--- src/rtl/ioglue_pkg.sv ---
package ioglue_pkg;

  // Byte offsets decoded inside the peripheral window
  localparam logic [7:0] OFS_CTRL = 8'h48;
  localparam logic [7:0] OFS_ID   = 8'h50;
  localparam logic [7:0] OFS_ACK  = 8'h58;

  // Fixed identification byte
  localparam logic [7:0] ID_BYTE  = 8'hF5;

  // Lowest data bit carrying the control field
  localparam int unsigned CTRL_LSB = 16;
  localparam int unsigned CTRL_W   = 4;

  typedef enum logic [1:0] {
    VCLK_SEL_24A = 2'b00,
    VCLK_SEL_25  = 2'b01,
    VCLK_SEL_36  = 2'b10,
    VCLK_SEL_24B = 2'b11
  } vclk_sel_e;

  // Bit 3: vertical pass-through, bit 2: horizontal invert, bits 1:0: clock select
  typedef struct packed {
    logic      vsync_pass;
    logic      hsync_inv;
    vclk_sel_e clk_sel;
  } ctrl_t;

endpackage

--- src/rtl/ioglue_bus_decode.sv ---
module ioglue_bus_decode
  import ioglue_pkg::*;
#(
  parameter int unsigned ADDR_W = 8,
  parameter int unsigned DATA_W = 32
) (
  input  logic              clk,
  input  logic              rst_n,
  input  logic [ADDR_W-1:0] bus_addr,
  input  logic              bus_wr,
  input  logic              bus_rd,
  input  logic [DATA_W-1:0] bus_wdata,
  output ctrl_t             ctrl,
  output logic [DATA_W-1:0] rd_data,
  output logic              ack_strobe
);

  localparam logic [ADDR_W-1:0] A_CTRL = ADDR_W'(OFS_CTRL);
  localparam logic [ADDR_W-1:0] A_ID   = ADDR_W'(OFS_ID);
  localparam logic [ADDR_W-1:0] A_ACK  = ADDR_W'(OFS_ACK);
  localparam logic [DATA_W-1:0] ALL_ONES = {DATA_W{1'b1}};
  localparam logic [DATA_W-1:0] ID_WORD  = DATA_W'(ID_BYTE);

  logic              hit_ctrl, hit_id, hit_ack;
  logic              ctrl_en;
  ctrl_t             ctrl_q, ctrl_d;
  logic [DATA_W-1:0] rdata_q, rdata_d;

  always_comb begin
    hit_ctrl = (bus_addr == A_CTRL);
    hit_id   = (bus_addr == A_ID);
    hit_ack  = (bus_addr == A_ACK);
  end

  // Control register next state with explicit enable
  always_comb begin
    ctrl_en = bus_wr && hit_ctrl;
    ctrl_d  = ctrl_q;
    if (ctrl_en) begin
      ctrl_d = ctrl_t'(bus_wdata[CTRL_LSB +: CTRL_W]);
    end
  end

  // Read data next state: zero when no read strobe
  always_comb begin
    rdata_d = '0;
    if (bus_rd) begin
      if (hit_id) begin
        rdata_d = ID_WORD;
      end else if (hit_ctrl || hit_ack) begin
        rdata_d = ALL_ONES;
      end
    end
  end

  always_ff @(posedge clk or negedge rst_n) begin
    if (!rst_n) begin
      ctrl_q <= '0;
    end else if (ctrl_en) begin
      ctrl_q <= ctrl_d;
    end
  end

  always_ff @(posedge clk or negedge rst_n) begin
    if (!rst_n) begin
      rdata_q <= '0;
    end else begin
      rdata_q <= rdata_d;
    end
  end

  assign ctrl       = ctrl_q;
  assign rd_data    = rdata_q;
  assign ack_strobe = bus_rd && hit_ack;

  AST_CTRL_LOAD: assert property (@(posedge clk) disable iff (!rst_n)
    (bus_wr && bus_addr == A_CTRL) |=> (ctrl == $past(bus_wdata[CTRL_LSB +: CTRL_W])));

  AST_CTRL_HOLD: assert property (@(posedge clk) disable iff (!rst_n)
    !(bus_wr && bus_addr == A_CTRL) |=> $stable(ctrl));

  AST_ID_VALUE: assert property (@(posedge clk) disable iff (!rst_n)
    (bus_rd && bus_addr == A_ID) |=> (rd_data == ID_WORD));

  AST_IDLE_RDATA: assert property (@(posedge clk) disable iff (!rst_n)
    !bus_rd |=> (rd_data == '0));

endmodule

--- src/rtl/ioglue_video_out.sv ---
module ioglue_video_out
  import ioglue_pkg::*;
#(
  parameter int unsigned NUM_SYNC = 2
) (
  input  ctrl_t ctrl,
  input  logic  hsync_in,
  input  logic  vsync_in,
  input  logic  vclk_24_in,
  input  logic  vclk_25_in,
  input  logic  vclk_36_in,
  output logic  hsync_out,
  output logic  vsync_out,
  output logic  vclk_out
);

  logic [NUM_SYNC-1:0] sync_raw;
  logic [NUM_SYNC-1:0] sync_flip;
  logic [NUM_SYNC-1:0] sync_fixed;

  // Channel 0 horizontal, channel 1 vertical (vertical flips when its bit is clear)
  always_comb begin
    sync_raw     = '0;
    sync_flip    = '0;
    sync_raw[0]  = hsync_in;
    sync_raw[1]  = vsync_in;
    sync_flip[0] = ctrl.hsync_inv;
    sync_flip[1] = ~ctrl.vsync_pass;
  end

  for (genvar g = 0; g < NUM_SYNC; g++) begin : g_pol
    assign sync_fixed[g] = sync_raw[g] ^ sync_flip[g];
  end

  assign hsync_out = sync_fixed[0];
  assign vsync_out = sync_fixed[1];

  always_comb begin
    unique case (ctrl.clk_sel)
      VCLK_SEL_25:  vclk_out = vclk_25_in;
      VCLK_SEL_36:  vclk_out = vclk_36_in;
      VCLK_SEL_24A,
      VCLK_SEL_24B: vclk_out = vclk_24_in;
      default:      vclk_out = vclk_24_in;
    endcase
  end

endmodule

--- src/rtl/ioglue_tick_irq.sv ---
module ioglue_tick_irq #(
  parameter int unsigned SYNC_STAGES = 2,
  parameter int unsigned TICK_DIV    = 4096
) (
  input  logic clk,
  input  logic rst_n,
  input  logic ext_irq_in,
  input  logic ack,
  output logic irq_n
);

  localparam int unsigned CNT_W = (TICK_DIV > 1) ? $clog2(TICK_DIV) : 1;
  localparam logic [CNT_W-1:0] CNT_LAST = CNT_W'(TICK_DIV - 1);

  // Synchronizer chain plus one history flop for edge detection
  logic [SYNC_STAGES:0] sync_q;
  logic                 ext_rise;

  always_ff @(posedge clk or negedge rst_n) begin
    if (!rst_n) begin
      sync_q <= '0;
    end else begin
      sync_q <= {sync_q[SYNC_STAGES-1:0], ext_irq_in};
    end
  end

  assign ext_rise = sync_q[SYNC_STAGES-1] & ~sync_q[SYNC_STAGES];

  // One-shot tick timer, re-armed by acknowledge
  logic [CNT_W-1:0] cnt_q, cnt_d;
  logic             armed_q, armed_d;
  logic             tick_fire;
  logic             tmr_en;

  assign tick_fire = armed_q && (cnt_q == CNT_LAST);

  always_comb begin
    cnt_d   = cnt_q;
    armed_d = armed_q;
    tmr_en  = ack || armed_q;
    if (ack) begin
      cnt_d   = '0;
      armed_d = 1'b1;
    end else if (tick_fire) begin
      cnt_d   = '0;
      armed_d = 1'b0;
    end else if (armed_q) begin
      cnt_d   = cnt_q + 1'b1;
    end
  end

  always_ff @(posedge clk or negedge rst_n) begin
    if (!rst_n) begin
      cnt_q   <= '0;
      armed_q <= 1'b1;
    end else if (tmr_en) begin
      cnt_q   <= cnt_d;
      armed_q <= armed_d;
    end
  end

  // Interrupt latch: set beats clear
  logic latch_q, latch_d;
  logic set_req;

  always_comb begin
    set_req = ext_rise || tick_fire;
    latch_d = latch_q;
    if (set_req) begin
      latch_d = 1'b1;
    end else if (ack) begin
      latch_d = 1'b0;
    end
  end

  always_ff @(posedge clk or negedge rst_n) begin
    if (!rst_n) begin
      latch_q <= 1'b0;
    end else begin
      latch_q <= latch_d;
    end
  end

  assign irq_n = ~latch_q;

  AST_EDGE_SETS: assert property (@(posedge clk) disable iff (!rst_n)
    ext_rise |=> !irq_n);

  AST_ACK_CLEARS: assert property (@(posedge clk) disable iff (!rst_n)
    (ack && !ext_rise && !tick_fire) |=> irq_n);

  AST_SET_WINS: assert property (@(posedge clk) disable iff (!rst_n)
    (ack && ext_rise) |=> !irq_n);

  AST_TICK_ONESHOT: assert property (@(posedge clk) disable iff (!rst_n)
    tick_fire |=> !tick_fire);

  AST_NO_SPURIOUS: assert property (@(posedge clk) disable iff (!rst_n)
    (irq_n && !ext_rise && !tick_fire) |=> irq_n);

endmodule

--- src/rtl/ioglue_top.sv ---
module ioglue_top
  import ioglue_pkg::*;
#(
  parameter int unsigned ADDR_W      = 8,
  parameter int unsigned DATA_W      = 32,
  parameter int unsigned SYNC_STAGES = 2,
  parameter int unsigned TICK_DIV    = 4096
) (
  input  logic              clk,
  input  logic              rst_n,
  input  logic [ADDR_W-1:0] bus_addr,
  input  logic              bus_wr,
  input  logic              bus_rd,
  input  logic [DATA_W-1:0] bus_wdata,
  output logic [DATA_W-1:0] rd_data,
  input  logic              hsync_in,
  input  logic              vsync_in,
  output logic              hsync_out,
  output logic              vsync_out,
  input  logic              vclk_24_in,
  input  logic              vclk_25_in,
  input  logic              vclk_36_in,
  output logic              vclk_out,
  input  logic              ext_irq_in,
  output logic              irq_n
);

  ctrl_t ctrl;
  logic  ack_strobe;

  ioglue_bus_decode #(
    .ADDR_W (ADDR_W),
    .DATA_W (DATA_W)
  ) u_decode (
    .clk        (clk),
    .rst_n      (rst_n),
    .bus_addr   (bus_addr),
    .bus_wr     (bus_wr),
    .bus_rd     (bus_rd),
    .bus_wdata  (bus_wdata),
    .ctrl       (ctrl),
    .rd_data    (rd_data),
    .ack_strobe (ack_strobe)
  );

  ioglue_video_out #(
    .NUM_SYNC (2)
  ) u_video (
    .ctrl       (ctrl),
    .hsync_in   (hsync_in),
    .vsync_in   (vsync_in),
    .vclk_24_in (vclk_24_in),
    .vclk_25_in (vclk_25_in),
    .vclk_36_in (vclk_36_in),
    .hsync_out  (hsync_out),
    .vsync_out  (vsync_out),
    .vclk_out   (vclk_out)
  );

  ioglue_tick_irq #(
    .SYNC_STAGES (SYNC_STAGES),
    .TICK_DIV    (TICK_DIV)
  ) u_tick (
    .clk        (clk),
    .rst_n      (rst_n),
    .ext_irq_in (ext_irq_in),
    .ack        (ack_strobe),
    .irq_n      (irq_n)
  );

endmodule

--- config.mk ---
export PLATFORM = sky130hd
export DESIGN_NAME = ioglue_top
export DESIGN_NICKNAME = d
export VERILOG_FILES = /design/src/rtl/ioglue_pkg.sv /design/src/rtl/ioglue_bus_decode.sv /design/src/rtl/ioglue_video_out.sv /design/src/rtl/ioglue_tick_irq.sv /design/src/rtl/ioglue_top.sv
export SDC_FILE = /design/constraint.sdc
export NUM_CORES = 1
export LEC_CHECK = 0
export BUFFER_PORTS_ARGS = -buffer_cell sky130_fd_sc_hd__buf_4
export CAP_MARGIN = 30
export CORE_MARGIN = 2
export CORE_UTILIZATION = 44
export CTS_BUF_LIST = sky130_fd_sc_hd__clkbuf_8
export DETAILED_ROUTE_END_ITERATION = 16
export PLACE_DENSITY = 0.87
export SYNTH_ARGS = -nofsm -noshare
export SYNTH_HDL_FRONTEND = slang
export SYNTH_SLANG_ARGS = --single-unit
--- constraint.sdc ---
create_clock -name clk -period 2 [get_ports clk]
set_input_delay 0.1 -clock clk [delete_from_list [all_inputs] [get_ports clk]]
set_output_delay 0.1 -clock clk [all_outputs]
set_load 0.005 [all_outputs]
; ---- After elaboration in Yosys (flattened, before gate mapping)
; Index checks and enable logic that the tools add are counted.
[classes]
addsub = 1
eq_ne = 7
muxes = 11
bitwise_logic = 6
reduce_logical = 13
[op_table]
columns = op, n
row1 = 2-to-1 mux 32 bit, 3
row2 = 2-to-1 mux 12 bit, 3
row3 = "equality test 8 x 7 -> 1 bit, second input constant", 3
row4 = "adder 12 x 1 -> 12 bit, second input constant", 1
row5 = "equality test 12 bit, second input constant", 1
row6 = "equality test 2 bit, second input constant", 2
row7 = 2-to-1 mux 1 bit, 4
row8 = AND reduction 2 bit, 2
row9 = nonzero test 2 bit, 2
row10 = logical AND 1 bit, 3
row11 = logical OR 1 bit, 3
row12 = inverter 1 bit, 3
row13 = case mux 1 bit (3 select lines), 1
row14 = nonzero test 3 bit, 1
row15 = "equality test 2 x 1 -> 1 bit, second input constant", 1
row16 = logical NOT 2 bit, 1
row17 = OR reduction 2 bit, 1
row18 = XOR 1 bit, 2
row19 = AND 1 bit, 1
[word_totals]
register_bits = 53
inputBits = 50
output_inout_bits = 36
wordCells = 46

; ---- Logic depth before layout (Yosys ltp)
[depth]
word_depth = 5
mapped_depth = 6
depth_no_buf = 5

; ---- Modules after synthesis
; From an unflattened synthesis, not the netlist that was laid out.
[unflattened]
hier_cells = 140
hier_area_um2 = 1420.1
[by_module_without_submodules]
columns = mod, instances, cells_per_inst, area_per_inst_um2, seq_area_each_um2
row1 = ioglue_tick_irq, 1, 81, 834.6, 426.7
row2 = ioglue_bus_decode, 1, 50, 519.2, 150.1
row3 = ioglue_video_out, 1, 9, 66.3, 0.0

; ---- Worst setup path after synthesis
; No wires, ideal clock.
[synth_timing]
path_type = register -> register
startpoint = reg u_tick.armed_q
endpoint = reg u_tick.armed_q
setup_ns = 0.077
arrival_time_ns = 1.455
t_required_ns = 1.923
path_slack_ns = 0.468
path_stages_with_launch = 5
n_path_buf = 1
synth_period_minus_slack_ns = 1.532
cell_sequence = dfstp_2 buf_2 nand3_1 or4_4 a21o_1
[synth_between]
elab_chain_cells = 3
elab_cells_between_ends = 4
cone_classes = 4 x reduce/logical
[synth_lines]
columns = element, line
row1 = "start, declared", ioglue_tick_irq.sv:31  ; logic armed_q, armed_d;
row2 = "start signal, assigned", ioglue_tick_irq.sv:58  ; armed_q <= armed_d;
row3 = logical AND 1 bit, ioglue_tick_irq.sv:35  ; assign tick_fire = armed_q && (cnt_q == CNT_LAST);
row4 = nonzero test 2 bit (no line), -
row5 = AND reduction 2 bit (no line) (*), -
; Every way passes the cells marked *; elsewhere a longest branch is shown, timed or not.
; A chain may end at the register's enable or synchronous reset.

; ---- Worst setup path in the final report
[layout_timing]
startpoint = reg u_tick.cnt_q[0]
endpoint = reg u_tick.cnt_q[3]
[layout_between]
elab_chain_cells = 4
elab_cells_between_ends = 8
cone_classes = 1 x add/sub / 1 x eq/ne / 3 x mux / 3 x reduce/logical
[layout_lines]
columns = element, line
row1 = "start, declared", ioglue_tick_irq.sv:30  ; logic [CNT_W-1:0] cnt_q, cnt_d;
row2 = "start signal, assigned", ioglue_tick_irq.sv:57  ; cnt_q <= cnt_d;
row3 = adder 12 x 1 -> 12 bit or equality test 12 bit (tied branches), "ioglue_tick_irq.sv:48, ioglue_tick_irq.sv:35"
row4 = 2-to-1 mux 12 bit or logical AND 1 bit (tied branches), "ioglue_tick_irq.sv:47, ioglue_tick_irq.sv:35"
row5 = 2-to-1 mux 12 bit or nonzero test 3 bit (tied branches), -
row6 = 2-to-1 mux 12 bit or AND reduction 2 bit (tied branches), -
; Parallel ways exist; a longest one is shown, timed or not. The select of a mux whose other input is x is not followed.

==> key figures <==
Yosys
  – FFs w/ async S/R, synth: 100%
  – Share of the synthesized area in the top cell type: 40.3%
  – Gate Count Post-Synth: 139
  – Most common cell in the netlist: buf_4
  – Synth Flop Type: dfrtp_1
  – FF+latch count, synth: 23
  – Syn Area/Cell: 9.84 µm²
  – Distinct cells, synth: 35
  – Top cells by area, synth: dfrtp_1 40%, buf_4 16%, nor2_1 3.8%
  – Mapped Nets: 192
  – Synthesized cell area: 1370 µm²
  – Cell accounting for the most synthesized area: dfrtp_1
  – Post-synth EDFFs: 0
  – Sequential share of the synthesized area: 42.2%
  – Most instantiated cells after synthesis: 30 x buf_4, 22 x dfrtp_1, 14 x nor2_1
  – Synth warn: 0

Detailed routing
  – Vias: 1043
  – Post-DRT Antenna Nets: 0
  – Drc violations: 0
  – Vias/cell: 5.14
  – Initial drt markers: 41
  – Drt wl/cell: 12.3 µm
  – WL final: 2490 µm
  – DRT Pass-1 Iters: 4

Timing
  – Fin crit period: 1650 ps
  – Setup TNS: 0 ps
  – Slew HR: 57.0%
  – Final Hold Fails: 0
  – Final setup fails: 0
  – Worst-margin pin slew: 645 ps
  – Fmax: 607 MHz
  – Hold_ws: 63.6 ps
  – Setup Skew: 5.42 ps
  – Period utilization: 82.4%
  – Final worst slack: 351 ps
  – Final Max Tran Viols: 0
  – RSZ-0062 raised after global routing: false

Global routing
  – First-pass GRT wire length: 3900 µm
  – Initial antenna violation count: 0
  – Number of global-route vias before repair: 874
  – Total grt overflow: 0
  – Largest net degree at the start of global routing: 27
  – All-Layer GR Usage: 14.6%

Floorplan
  – Core ar.: 3000 µm²
  – Initial Utilization: 45.5%
  – Die height: 59.8 µm
  – Die width: 59.8 µm
  – Placement row count: 20
  – Die ar.: 3570 µm²
  – IO Pins: 86

Layout
  – Filler Cells Inserted: 281
  – Fin area: 1670 µm²
  – Fin nets: 224
  – Share of cells above drive strength 1: 41.8%
  – Multi-input logic area: 533 µm²
  – Ant. Diodes: 0
  – FF/Latch Area: 577 µm²
  – Area Overhead vs Synth: 22.4%

Power
  – Gate power share: 17.6%
  – Clock network fraction of total power: 27.2%
  – Worst VDD drop: 0.722 mV
  – Net Sw Power: 0.304 mW
  – Sequential share of power: 55.2%
  – Lkg Pwr: 0.804 nW
  – Power Density: 642 nW/µm²
  – Int Power: 0.771 mW
  – Sw Share: 28.3%

Worst hold path
  – Hold Path Class: input port to flop

Outcome
  – Status: finished clean

Placement
  – DP HPWL: 1890 µm
  – Placed Area: 1610 µm²
  – GPL Wtd Cong: 0.826
  – Buffers on Ports: 57
  – Dpl ws: 361 ps

Setup path
  – CP Max Fanout: 5
  – CP max stage delay: 420 ps
  – CP max-delay cell: dfrtp_1
  – CP Cell Sequence: ha_1 -> and2_0 -> nand3_1 -> o21bai_1 -> nor2_1
  – Critical Path AT: 1800 ps
  – Setup crit start kind: flop
  – Worst setup path class: flop to flop
  – Critical Path RT: 2150 ps
  – CP Capture Type: flop

Clocking
  – CTS tree: built
  – CTS resizes: 0
  – CTS buffer count: 3
  – Reg clk slew, reported paths: 80 ps
  – CTS root buffer: clkbuf_8
  – Skew-Pair Late Insertion Delay: 270 ps
  – H-tree depth: 1
  – Max clock buf depth: 2
  – Clock sink count: 23

Job
  – Max cap viols: 0
==> area by class of cell <==
class,instances,area share (%)
multi-input combinational,78,31.8
tap,33,2.47
sequential,23,34.5
clock buffer,3,2.47
clock inverter,1,0.448
inverter,5,1.12
timing repair buffer,60,27.2
==> stage by stage <==
step                      power (mW)  utilization, %  instances
final                           1.07            55.8        203
after global routing            1.14            55.8        203
after CTS                       1.08            55.8        203
after detailed placement       0.786            53.5        197
after global placement         0.776            53.5        197
after floorplan                0.699               -        139
==> power groups by stage <==
stage               clock, mW  combinational (mW)  sequential (mW)
detailed placement          0               0.188            0.598
CTS                     0.302               0.191            0.591
global placement            0               0.181            0.595
finish                  0.292               0.189            0.593
global route            0.319               0.214            0.605
floorplan                   0               0.120            0.579
==> per-layer routing <==
layer | track usage [%] | vias to the layer above | share of wire (%)
li1 | - | 500 | -
met1 | 17.7 | 483 | 41
met2 | 23.8 | 56 | 46
met3 | 4.33 | 4 | 12
met4 | 6.35 | 0 | 1.3
met5 | 0 | - | 0
==> worst max-delay path, delay by kind of cell (launching register included) <==
family / cells / cell delay [ps]
simple gates: 3 / 560
compound gates: 1 / 340
flops: 1 / 420
fa+ha+maj: 1 / 210
==> flip-flops by register name, indices dropped and copies added (netlist names) <==
register and cells:
u_decode.ctrl 4, u_decode.rd_data 2, u_tick.armed_q 1, u_tick.cnt_q 12, u_tick.latch_q 1, u_tick.sync_q 3
==> logic make-up (layout without fill, tap and decap cells) <==
logic type / count (synthesis) / after routing / share of synthesized area, %
muxes: 4 / 4 / 3.29
buffers and inverters: 38 / 69 / 18.8
AOI/OAI and AO/OA: 13 / 13 / 6.31
and+or+nand+nor: 48 / 48 / 20.2
adders and majority gates: 3 / 3 / 2.75
DFF: 23 / 23 / 42.2
xor gates and xnor gates: 10 / 10 / 6.40
==> final timing paths <==
path | start | end | cells after the start | slack, ps
worst min register to register | u_tick.sync_q[0] | u_tick.sync_q[1] | 0 | 360
worst max register to register | u_tick.cnt_q[0] | u_tick.cnt_q[3] | 5 | 350
worst max-delay path | u_tick.cnt_q[0] | u_tick.cnt_q[3] | 5 | 350
max in group asynchronous | rst_n | u_tick.armed_q | 2 | 1490
worst min-delay path | bus_wdata[17] | u_decode.ctrl[1] | 2 | 60
min in group asynchronous | rst_n | u_tick.cnt_q[6] | 2 | 230
==> layout by cell type (no fill, tap or decap), types with 3 or more instances in the layout <==
cell type	count
buf_4	58
clkbuf_8	3
dfrtp_1	22
ha_1	3
inv_1	5
mux2_2	4
nand2_1	6
nand2b_1	3
nand3_1	7
nand4_1	3
nor2_1	14
o22ai_1	3
xnor2_1	5
xor2_1	5
==> what timing repair did <==
item | 4_1_cts | 5_1_grt
hold buffers | 2 | 0
hold endpoints to repair | 24 | 0
buffers inserted | 0 | 0
(Power assumes the default switching activity.)
